### src/rtl/kwdt_pkg.sv
// Shared constants and types for the keyed watchdog.
// Assumes a 32-bit write bus; key words are compared on the full word.
package kwdt_pkg;
    localparam logic [31:0] KEY_REFRESH_A = 32'h0000_A602;
    localparam logic [31:0] KEY_REFRESH_B = 32'h0000_B480;
    localparam logic [31:0] KEY_UNLOCK_A  = 32'h0000_C520;
    localparam logic [31:0] KEY_UNLOCK_B  = 32'h0000_D928;

    localparam int CTLA_RUN_BIT    = 7;
    localparam int CTLA_PERMIT_BIT = 5;
    localparam int CTLB_FLAG_BIT   = 6;

    typedef enum logic [1:0] {
        SEQ_IDLE     = 2'd0,
        SEQ_REF_HALF = 2'd1,
        SEQ_UNL_HALF = 2'd2
    } seq_state_t;

    typedef enum logic [1:0] {
        SRC_BUS  = 2'd0,
        SRC_LPO  = 2'd1,
        SRC_32K  = 2'd2,
        SRC_EXT  = 2'd3
    } tick_src_t;

    localparam logic [1:0] WORD_CTRL    = 2'd0;
    localparam logic [1:0] WORD_COUNT   = 2'd1;
    localparam logic [1:0] WORD_TIMEOUT = 2'd2;
    localparam logic [1:0] WORD_WINDOW  = 2'd3;
endpackage

### src/rtl/kwdt_keyseq.sv
// Tracks the two-word key pairs written to the count register.
// Produces a one-cycle refresh or unlock strobe on a completed pair,
// and a fault strobe on any malformed or interrupted pair.
// Assumes count_wr and other_wr are never high together.
module kwdt_keyseq
    import kwdt_pkg::*;
#(
    parameter int DW = 32
) (
    input  logic          clk,
    input  logic          rst_n,
    input  logic          count_wr,
    input  logic          other_wr,
    input  logic [DW-1:0] wdata,
    output logic          refresh_ok,
    output logic          unlock_ok,
    output logic          seq_fault
);
    seq_state_t state_q, state_d;

    // Next-state and strobe decode for the key-pair tracker.
    always_comb begin
        state_d    = state_q;
        refresh_ok = 1'b0;
        unlock_ok  = 1'b0;
        seq_fault  = 1'b0;
        if (count_wr) begin
            unique case (state_q)
                SEQ_IDLE: begin
                    if (wdata == DW'(KEY_REFRESH_A))     state_d = SEQ_REF_HALF;
                    else if (wdata == DW'(KEY_UNLOCK_A)) state_d = SEQ_UNL_HALF;
                    else                                 seq_fault = 1'b1;
                end
                SEQ_REF_HALF: begin
                    state_d = SEQ_IDLE;
                    if (wdata == DW'(KEY_REFRESH_B)) refresh_ok = 1'b1;
                    else                             seq_fault  = 1'b1;
                end
                SEQ_UNL_HALF: begin
                    state_d = SEQ_IDLE;
                    if (wdata == DW'(KEY_UNLOCK_B)) unlock_ok = 1'b1;
                    else                            seq_fault = 1'b1;
                end
                default: state_d = SEQ_IDLE;
            endcase
        end else if (other_wr && state_q != SEQ_IDLE) begin
            state_d   = SEQ_IDLE;
            seq_fault = 1'b1;
        end
    end

    // State register for the tracker.
    always_ff @(posedge clk) begin
        if (!rst_n) state_q <= SEQ_IDLE;
        else        state_q <= state_d;
    end

    // a half-received pair is always resolved by the very next write.
    assert_pair_resolved_R8: assert property (@(posedge clk) disable iff (!rst_n)
        (state_q != SEQ_IDLE && (count_wr || other_wr)) |=> state_q == SEQ_IDLE)
        else $error("pending key half survived a write");

    // a half-pair state is entered only from a count-register write.
    assert_half_from_write_R4: assert property (@(posedge clk) disable iff (!rst_n)
        (state_q == SEQ_IDLE && !count_wr) |=> state_q == SEQ_IDLE)
        else $error("key tracker left idle without a count write");
endmodule

### src/rtl/kwdt_cfg_gate.sv
// Opens a configuration span of OPEN_CYCLES bus cycles after an unlock,
// but only while the permit bit allows it.
module kwdt_cfg_gate #(
    parameter int OPEN_CYCLES = 256
) (
    input  logic clk,
    input  logic rst_n,
    input  logic unlock_ok,
    input  logic permit,
    output logic cfg_open
);
    localparam int CW = $clog2(OPEN_CYCLES + 1);

    logic [CW-1:0] left_q;

    // Load on a permitted unlock, then count the span down to closed.
    always_ff @(posedge clk) begin
        if (!rst_n)                  left_q <= '0;
        else if (unlock_ok && permit) left_q <= CW'(OPEN_CYCLES);
        else if (left_q != '0)       left_q <= left_q - 1'b1;
    end

    assign cfg_open = (left_q != '0);

    // a permitted unlock always opens the span on the next cycle.
    assert_gate_opens_R3: assert property (@(posedge clk) disable iff (!rst_n)
        (unlock_ok && permit) |=> cfg_open)
        else $error("unlock did not open configuration span");

    // without a permitted unlock a closed span stays closed.
    assert_gate_stays_shut_R10: assert property (@(posedge clk) disable iff (!rst_n)
        (!cfg_open && !(unlock_ok && permit)) |=> !cfg_open)
        else $error("configuration span opened without permission");
endmodule

### src/rtl/kwdt_counter.sv
// Up-counter with timeout compare and early-refresh window check.
// Assumes tick is already in the bus clock domain.
module kwdt_counter #(
    parameter int CW = 32,
    parameter int TW = 16
) (
    input  logic          clk,
    input  logic          rst_n,
    input  logic          enable,
    input  logic          tick,
    input  logic          refresh_ok,
    input  logic [TW-1:0] limit,
    input  logic [TW-1:0] window,
    output logic [CW-1:0] count,
    output logic          expire,
    output logic          win_fault
);
    assign expire    = enable && (count == CW'(limit));
    assign win_fault = refresh_ok && (window != '0) && (count < CW'(window));

    // Clear on expiry or accepted refresh, else advance on a tick.
    always_ff @(posedge clk) begin
        if (!rst_n)                                  count <= '0;
        else if (expire || (refresh_ok && !win_fault)) count <= '0;
        else if (enable && tick)                     count <= count + 1'b1;
    end

    // an expiry always restarts the count.
    assert_expire_restarts_R6: assert property (@(posedge clk) disable iff (!rst_n)
        expire |=> count == '0)
        else $error("count not cleared after expiry");

    // a stopped counter holds its value unless refreshed.
    assert_stopped_holds_R5: assert property (@(posedge clk) disable iff (!rst_n)
        (!enable && !refresh_ok) |=> $stable(count))
        else $error("stopped counter moved");

    // an early refresh on a stopped counter leaves the count alone.
    assert_early_refresh_keeps_R9: assert property (@(posedge clk) disable iff (!rst_n)
        (win_fault && !enable) |=> $stable(count))
        else $error("early refresh changed the count");
endmodule

### src/rtl/kwdt_top.sv
// Keyed-sequence watchdog: register decode, tick selection, reset request.
// Assumes DW is a multiple of 8, DW >= 16 and TW <= DW.
module kwdt_top
    import kwdt_pkg::*;
#(
    parameter int          DW          = 32,
    parameter int          TW          = 16,
    parameter int          OPEN_CYCLES = 256,
    parameter logic [15:0] TOUT_INIT   = 16'h1000
) (
    input  logic          clk,
    input  logic          rst_n,
    input  logic          wr_en,
    input  logic [1:0]    wr_word,
    input  logic [DW-1:0] wr_data,
    input  logic [DW/8-1:0] wr_be,
    input  logic [1:0]    rd_word,
    output logic [DW-1:0] rd_data,
    input  logic          tick_lpo,
    input  logic          tick_32k,
    input  logic          tick_ext,
    output logic          rst_req
);
    localparam int TLANES = TW / 8;

    logic          run_q, permit_q, flag_q;
    tick_src_t     src_q;
    logic [TW-1:0] limit_q, window_q;
    logic [2:0]    tick_q;
    logic          count_wr, other_wr, refresh_ok, unlock_ok, seq_fault;
    logic          cfg_open, expire, win_fault, tick_sel;
    logic [DW-1:0] count;
    logic [7:0]    ctl_a, ctl_b;

    assign count_wr = wr_en && (wr_word == WORD_COUNT) && (&wr_be);
    assign other_wr = wr_en && !count_wr;

    kwdt_keyseq #(.DW(DW)) u_keyseq (
        .clk(clk), .rst_n(rst_n), .count_wr(count_wr), .other_wr(other_wr),
        .wdata(wr_data), .refresh_ok(refresh_ok), .unlock_ok(unlock_ok),
        .seq_fault(seq_fault)
    );

    kwdt_cfg_gate #(.OPEN_CYCLES(OPEN_CYCLES)) u_gate (
        .clk(clk), .rst_n(rst_n), .unlock_ok(unlock_ok), .permit(permit_q),
        .cfg_open(cfg_open)
    );

    kwdt_counter #(.CW(DW), .TW(TW)) u_counter (
        .clk(clk), .rst_n(rst_n), .enable(run_q), .tick(tick_sel),
        .refresh_ok(refresh_ok), .limit(limit_q), .window(window_q),
        .count(count), .expire(expire), .win_fault(win_fault)
    );

    // Register the external tick enables into the bus domain.
    always_ff @(posedge clk) begin
        if (!rst_n) tick_q <= '0;
        else        tick_q <= {tick_ext, tick_32k, tick_lpo};
    end

    // Pick the tick that drives the counter.
    always_comb begin
        unique case (src_q)
            SRC_BUS: tick_sel = 1'b1;
            SRC_LPO: tick_sel = tick_q[0];
            SRC_32K: tick_sel = tick_q[1];
            SRC_EXT: tick_sel = tick_q[2];
            default: tick_sel = 1'b0;
        endcase
    end

    // Control bytes: gated configuration bits plus the sticky expiry flag.
    always_ff @(posedge clk) begin
        if (!rst_n) begin
            run_q    <= 1'b0;
            permit_q <= 1'b1;
            src_q    <= SRC_BUS;
            flag_q   <= 1'b0;
        end else begin
            if (wr_en && wr_word == WORD_CTRL && wr_be[0] && cfg_open) begin
                run_q    <= wr_data[CTLA_RUN_BIT];
                permit_q <= wr_data[CTLA_PERMIT_BIT];
            end
            if (wr_en && wr_word == WORD_CTRL && wr_be[1] && cfg_open)
                src_q <= tick_src_t'(wr_data[9:8]);
            if (expire)
                flag_q <= 1'b1;
            else if (wr_en && wr_word == WORD_CTRL && wr_be[1] && wr_data[8 + CTLB_FLAG_BIT])
                flag_q <= 1'b0;
        end
    end

    // Timeout and window registers, written lane by lane while unlocked.
    always_ff @(posedge clk) begin
        if (!rst_n) begin
            limit_q  <= TW'(TOUT_INIT);
            window_q <= '0;
        end else if (wr_en && cfg_open) begin
            for (int b = 0; b < TLANES; b++) begin
                if (wr_word == WORD_TIMEOUT && wr_be[b]) limit_q[b*8 +: 8]  <= wr_data[b*8 +: 8];
                if (wr_word == WORD_WINDOW  && wr_be[b]) window_q[b*8 +: 8] <= wr_data[b*8 +: 8];
            end
        end
    end

    // One-cycle reset request on any expiry or fault.
    always_ff @(posedge clk) begin
        if (!rst_n) rst_req <= 1'b0;
        else        rst_req <= expire || seq_fault || win_fault;
    end

    assign ctl_a = {run_q, 1'b0, permit_q, 5'b0};
    assign ctl_b = {1'b0, flag_q, 4'b0, src_q};

    // Read mux over the four word slots.
    always_comb begin
        unique case (rd_word)
            WORD_CTRL:    rd_data = DW'({ctl_b, ctl_a});
            WORD_COUNT:   rd_data = count;
            WORD_TIMEOUT: rd_data = DW'(limit_q);
            default:      rd_data = DW'(window_q);
        endcase
    end

    // a timeout write outside the configuration span changes nothing.
    assert_locked_timeout_R3: assert property (@(posedge clk) disable iff (!rst_n)
        (wr_en && wr_word == WORD_TIMEOUT && !cfg_open) |=> $stable(limit_q))
        else $error("timeout changed while locked");

    // an expiry sets the flag and requests reset on the next cycle.
    assert_expiry_reports_R6: assert property (@(posedge clk) disable iff (!rst_n)
        expire |=> (flag_q && rst_req))
        else $error("expiry not reported");

    // a key fault is followed by a reset request.
    assert_fault_requests_R8: assert property (@(posedge clk) disable iff (!rst_n)
        seq_fault |=> rst_req)
        else $error("key fault without reset request");
endmodule

### config.mk
export PLATFORM = sky130hd
export DESIGN_NAME = kwdt_top
export DESIGN_NICKNAME = d
export VERILOG_FILES = /design/src/rtl/kwdt_pkg.sv /design/src/rtl/kwdt_keyseq.sv /design/src/rtl/kwdt_cfg_gate.sv /design/src/rtl/kwdt_counter.sv /design/src/rtl/kwdt_top.sv
export SDC_FILE = /design/constraint.sdc
export NUM_CORES = 1
export LEC_CHECK = 0
export BUFFER_PORTS_ARGS = -buffer_cell sky130_fd_sc_hd__buf_2
export CAP_MARGIN = 10
export CORE_UTILIZATION = 52
export DETAILED_ROUTE_END_ITERATION = 12
export PLACE_DENSITY_LB_ADDON = 0.25
export SLEW_MARGIN = 20
export SYNTH_ARGS = -nofsm -noshare
export SYNTH_HDL_FRONTEND = slang
export SYNTH_SLANG_ARGS = --single-unit
### constraint.sdc
create_clock -name clk -period 2.3 [get_ports clk]
set_clock_uncertainty 0.05 [all_clocks]
set_input_delay 0.345 -clock clk [delete_from_list [all_inputs] [get_ports clk]]
set_output_delay 0.345 -clock clk [all_outputs]
set_load 0.1 [all_outputs]
# [Word level (Yosys, flattened, before mapping)]
# Index checks and enable logic that the tools add are counted.
[word_totals] ff_bits=84 output_inout_bits=33
[classes] addsub=2 n_lt_le_gt_ge=1 n_eq_ne=16 mux=24 n_bitwise=1 reduce_logical=44
[op_table] op="$eq A32 B16 Y1 const B" count=4
[op_table] op="$pmux W32 S3" count=1
[op_table] op="$add A32 B1 Y32 const B" count=1
[op_table] op="$eq A32 B16 Y1" count=1
[op_table] op="$lt A32 B16 Y1" count=1
[op_table] op="$logic_and A1 B1 Y1" count=21
[op_table] op="$mux W9" count=2
[op_table] op="$reduce_bool A16 Y1" count=1
[op_table] op="$mux W1" count=14
[op_table] op="$eq A2 B2 Y1 const B" count=6
[op_table] op="$mux W2" count=5
[op_table] op="$reduce_and A2 Y1" count=5
[op_table] op="$reduce_bool A9 Y1" count=1
[op_table] op="$sub A9 B1 Y9 const B" count=1
[op_table] op="$eq A2 B1 Y1 const B" count=4
[op_table] op="$logic_not A2 Y1" count=4
[op_table] op="$reduce_bool A2 Y1" count=4
[op_table] op="$ne A4 B2 Y1 const B" count=1
[op_table] op="$pmux W1 S4" count=1
[op_table] op="$reduce_and A4 Y1" count=1
[op_table] op="$reduce_or A2 Y1" count=2
[op_table] op="$logic_or A1 B1 Y1" count=3
[op_table] op="$pmux W1 S3" count=1
[op_table] op="$logic_not A1 Y1" count=2
[op_table] op="$not A1 Y1" count=1

# [Longest topological paths before layout]
[logic_depth] word_depth=10 mapped_depth=9

# [Modules after synthesis]
# A second synthesis with hierarchy kept.
[hier_totals] hier_cells=571 hier_area_um2=5230.0
[modules_own_cells] mod="kwdt_counter" n_inst=1 cells_each=260 area_per_inst_um2=2394.8 seq_area_each_um2=640.6
[modules_own_cells] mod="kwdt_top" n_inst=1 cells_each=218 area_per_inst_um2=2083.2 seq_area_each_um2=820.8
[modules_own_cells] mod="kwdt_cfg_gate" n_inst=1 cells_each=50 area_per_inst_um2=432.9 seq_area_each_um2=180.2
[modules_own_cells] mod="kwdt_keyseq" n_inst=1 cells_each=43 area_per_inst_um2=319.1 seq_area_each_um2=40.0

# [Least setup slack after synthesis]
# Ideal clock, no wire load.
[synth_timing] path_type="in2out" from="input rd_word[0]" to="output rd_data[11]" t_arrival_ns=2.054 required_time_ns=1.905 setup_slack_ns=-0.149 path_stages=5 n_path_buf=3 cell_sequence="clkbuf_1 nor2b_1 clkbuf_1 clkbuf_1 a22o_1"
[synth_between] elab_chain_cells=2 word_cells_on_any_way=4 classes_between="2 x eq/ne; 1 x mux; 1 x reduce/logical"
[synth_rtl] item="from (decl)" line="kwdt_top.sv:17" source="input logic [1:0] rd_word,"
[synth_rtl] item="$eq A2 B2 Y1 (tied with other cells)" line="kwdt_top.sv:117" source="unique case (rd_word)"
[synth_rtl] item="$pmux W32 S3 (*)" line="kwdt_top.sv:117"
[synth_rtl] item="to (decl)" line="kwdt_top.sv:18" source="output logic [DW-1:0] rd_data,"
# Mark *: on every way between the ends. The rest lies on a longest branch, timed or not.

# [Worst setup path after layout]
[layout_timing] from="register window_q[15]" to="register u_counter.count[18]"
[layout_between] elab_chain_cells=7 word_cells_on_any_way=8 classes_between="1 x order compare; 7 x reduce/logical"
[layout_rtl] item="from (decl)" line="kwdt_top.sv:28" source="logic [TW-1:0] limit_q, window_q;"
[layout_rtl] item="from (signal, indexed assignment)" line="kwdt_top.sv:101" source="if (wr_word == WORD_WINDOW && wr_be[b]) window_q[b*8 +: 8] <= wr_data[b*8 +: 8];"
[layout_rtl] item="branches (longest 2 deep; another with $lt A32 B16 Y1)"
[layout_rtl] item="$logic_and A1 B1 Y1 (*)" line="kwdt_counter.sv:19" source="assign win_fault = refresh_ok && (window != '0) && (count < CW'(window));"
[layout_rtl] item="$logic_not A1 Y1 (*)" line="kwdt_counter.sv:24" source="else if (expire || (refresh_ok && !win_fault)) count <= '0;"
[layout_rtl] item="$logic_and A1 B1 Y1 (*)" line="kwdt_counter.sv:24"
[layout_rtl] item="$logic_or A1 B1 Y1 (*)" line="kwdt_counter.sv:24"
[layout_rtl] item="$reduce_or A2 Y1 (no source line) (*)"
[layout_rtl] item="to (signal assigned)" line="kwdt_counter.sv:25" source="else if (enable && tick) count <= count + 1'b1;"
[layout_rtl] item="to (decl)" line="kwdt_counter.sv:14" source="output logic [CW-1:0] count,"
# Every way passes the cells marked *.
# A chain may end at the register's enable or synchronous reset.

==> impl_metrics.json <==
{
  "p_clk_share_pct": 30.4,
  "pwr-share-comb_pct": 26.6,
  "drive_gt1_share_pct": 40.7,
  "num_io_pins": 79,
  "cts.sinks": 84,
  "synth-edff-count": 0,
  "yosysUniqueCellTypes": 54,
  "hold_start": "tick_32k",
  "r2r-start": "window_q[15]$_SDFFE_PN0P_",
  "synth-main-ff-cell": "dfxtp_1",
  "end_kind": "register",
  "p_leak_nw": 2.69,
  "swShare_pct": 32.8,
  "syn-num-nets": 608,
  "drt-wirelength-per-cell_um": 19.2,
  "drc": 0,
  "synth-async-reset-ratio_pct": 0,
  "clock_latency_ns": 0.38,
  "holdBufCountCts": 0,
  "post-route-period-util_pct": 111,
  "synth.avg_cell_area_um2": 8.93,
  "antenna_found_initial": 0,
  "vdd_drop_max_mv": 0.432,
  "io_buffers": 78,
  "min_period_ns": 2.55,
  "fin_total_pwr_mw": 3.73,
  "dieWidth_um": 98.8,
  "p_int_mw": 2.51,
  "cp_top_family": "simple AND/OR/NAND/NOR gates",
  "seq_area_frac_synth_pct": 34.5,
  "max_stage_delay_ns": 0.47,
  "drt_wl_total_mm": 15.6,
  "layout_common_cells": "78 x buf_4, 75 x dfxtp_1, 60 x nor2_1",
  "syn_area_um2": 4870,
  "groute.usage.overall_pct": 32.5,
  "die_height_um": 98.8,
  "drv_cap": 0,
  "pwr-share-seq_pct": 42.9,
  "antenna_left": 0,
  "arrival_ns": 2.76,
  "setup_viol": 32,
  "num_vias": 4854,
  "yosysTopAreaCell": "dfxtp_1",
  "tightest_slew_ns": 0.612,
  "gp_congestion": 0.938,
  "fp-row-count": 34,
  "cts_buffers": 9,
  "synthTopCellsByArea": "dfxtp_1 35%, mux2i_1 7.6%, xnor2_1 6.1%, nor2_1 4.6%, ha_1 4.4%",
  "cp_cell_sequence": "inv_2, ha_4, nand4_1, or3_4, o32ai_4, buf_6, nor4_4, o21ai_4, buf_4, buf_12, nor2_2",
  "cp_max_fo": 8,
  "layout_commonest_cell": "buf_4",
  "worstSetupPathType": "reg -> reg",
  "hold_viol": 0,
  "fin_ws_ns": -0.245,
  "power.switching_mw": 1.22,
  "outcome": "finished, violations left",
  "cp_slowest_cell": "or3_4",
  "max_slew_margin_pct": 59.0,
  "diodes": 0,
  "cts_tree": "built",
  "hp-class": "in -> reg",
  "htree_levels": 3,
  "synth_cells": 545,
  "power_density_nw_per_um2": 544,
  "gr-total-overflow": 0,
  "nNetsFinal": 759,
  "grt_first_pass_wirelength_mm": 24.4,
  "clock_path_buffers": 2,
  "dp_slack_ns": -0.313,
  "fill_cells": 571,
  "dp_cells": 781,
  "startpoint_type": "register",
  "critPathRequiredTime_ns": 2.51,
  "synth_top_area_share_pct": 34.5,
  "root_buffer": "clkbuf_8",
  "path_buf_inv": 4,
  "startpoint": "window_q[15]$_SDFFE_PN0P_",
  "ys.warnings.count": 0,
  "violations": "negative setup slack",
  "dp_hpwl_mm": 10.6,
  "firstDrtPassIters": 5,
  "grt_pass1_vias": 4959,
  "timing.fmax_mhz": 393,
  "area_delta_synth_final_pct": 40.8,
  "coreArea_um2": 8890,
  "cts.reportedPaths.clkPinSlew_ns": 0.10,
  "rsz0062_at_grt": "true",
  "drtIter0Drc": 292,
  "die_area_um2": 9750,
  "via_per_inst": 6.00,
  "start_util_pct": 54.8,
  "ys_ff_latch": 84,
  "final_cells": 809,
  "slew_violations": 0,
  "grt_max_degree": 38
}
## repair_timing
item                                    CTS  global route
cloned                                    3             1
pin swaps                                 9             5
gates resized for setup                  30            17
setup buffers                             7             3
endpoints found under the setup margin   33            46
## layout make-up
| class | instances | area (um2) | area share (%) |
|---|---|---|---|
| Timing Repair Buffer | 164 | 1530 | 22.3 |
| Inverter | 27 | 101 | 1.48 |
| Sequential cell | 84 | 1700 | 24.7 |
| Tap cell | 108 | 135 | 1.97 |
| Clock buffer | 9 | 124 | 1.81 |
| Multi-Input combinational cell | 410 | 3190 | 46.5 |
| Clock inverter | 7 | 80.1 | 1.17 |
## final timing paths
check | endpoint | slack, ns | cells past startpoint
worst max-delay path | u_counter.count[18]$_SDFFE_PP0P_ | -0.25 | 11
worst min-delay path | tick_q[1]$_SDFF_PN0_ | 0.12 | 2
worst max register to register | u_counter.count[18]$_SDFFE_PP0P_ | -0.25 | 11
worst min register to register | u_gate.left_q[1]$_SDFFE_PP0P_ | 0.49 | 2
## worst register-to-register path: cells and delay by family, from the launching register on
| family | cells | cell delay [ns] |
|---|---|---|
| simple gates | 4 | 0.79 |
| buf+inv | 4 | 0.49 |
| compound gates | 2 | 0.48 |
| flops | 1 | 0.36 |
| fa+ha+maj | 1 | 0.27 |
## routing by layer
metal / wire length, um / global-route usage (%) / share of wire (%)
met1: 6040 / 35.7 / 39
met2: 7800 / 58.4 / 50
met3: 1050 / 6.38 / 6.7
met4: 667 / 18.3 / 4.3
met5: 0 / 0 / 0
## kinds of logic after synthesis
family / count (synthesis) / share of synthesized area, %
AO/OA/AOI/OAI: 38 / 5.96
flip-flops: 84 / 34.5
buffers and inverters: 51 / 4.45
AND/OR/NAND/NOR: 248 / 28.5
XOR/XNOR: 53 / 9.53
multiplexers: 54 / 12.7
adder cells (fa/ha/maj): 17 / 4.37
## power groups by stage
stage	Sequential (mW)	Clock [mW]	Combinational, mW
floorplan	1.61	0	0.567
global placement	1.62	0	0.789
detailed placement	1.63	0	0.823
CTS	1.59	1.13	0.878
global route	1.61	1.19	1.07
finish	1.60	1.14	0.994
## cells in the mapped netlist, types with 17 or more instances
library cell / instances
mux2i_1: 37
ha_1: 17
nand4_1: 24
xnor2_1: 34
nand2_1: 21
xor2_1: 19
dfxtp_1: 84
nor4_1: 18
inv_1: 27
and2_1: 20
nor2_1: 60
nor2_2: 30
## flip-flops by register name, indices dropped and copies added, names as in the netlist, 2 cells and up
signal	cells
u_counter.count	32
limit_q	16
window_q	16
u_gate.left_q	9
tick_q	3
src_q	2
u_keyseq.state_q	2
## through the flow
step | setup TNS [ns] | util (%) | cell area, um2 | hold slack, ns
after global routing | -6.78 | 77.1 | 6860 | 0.131
after floorplan | -0.381 | - | 4890 | 0.398
after CTS | -2.19 | 76.0 | 6760 | 0.126
after global placement | -10.52 | 70.8 | 6300 | 0.411
after detailed placement | -10.07 | 70.8 | 6300 | 0.462
final | -7.33 | 77.1 | 6860 | 0.121
Note: power is estimated with default switching activity, not from simulation.
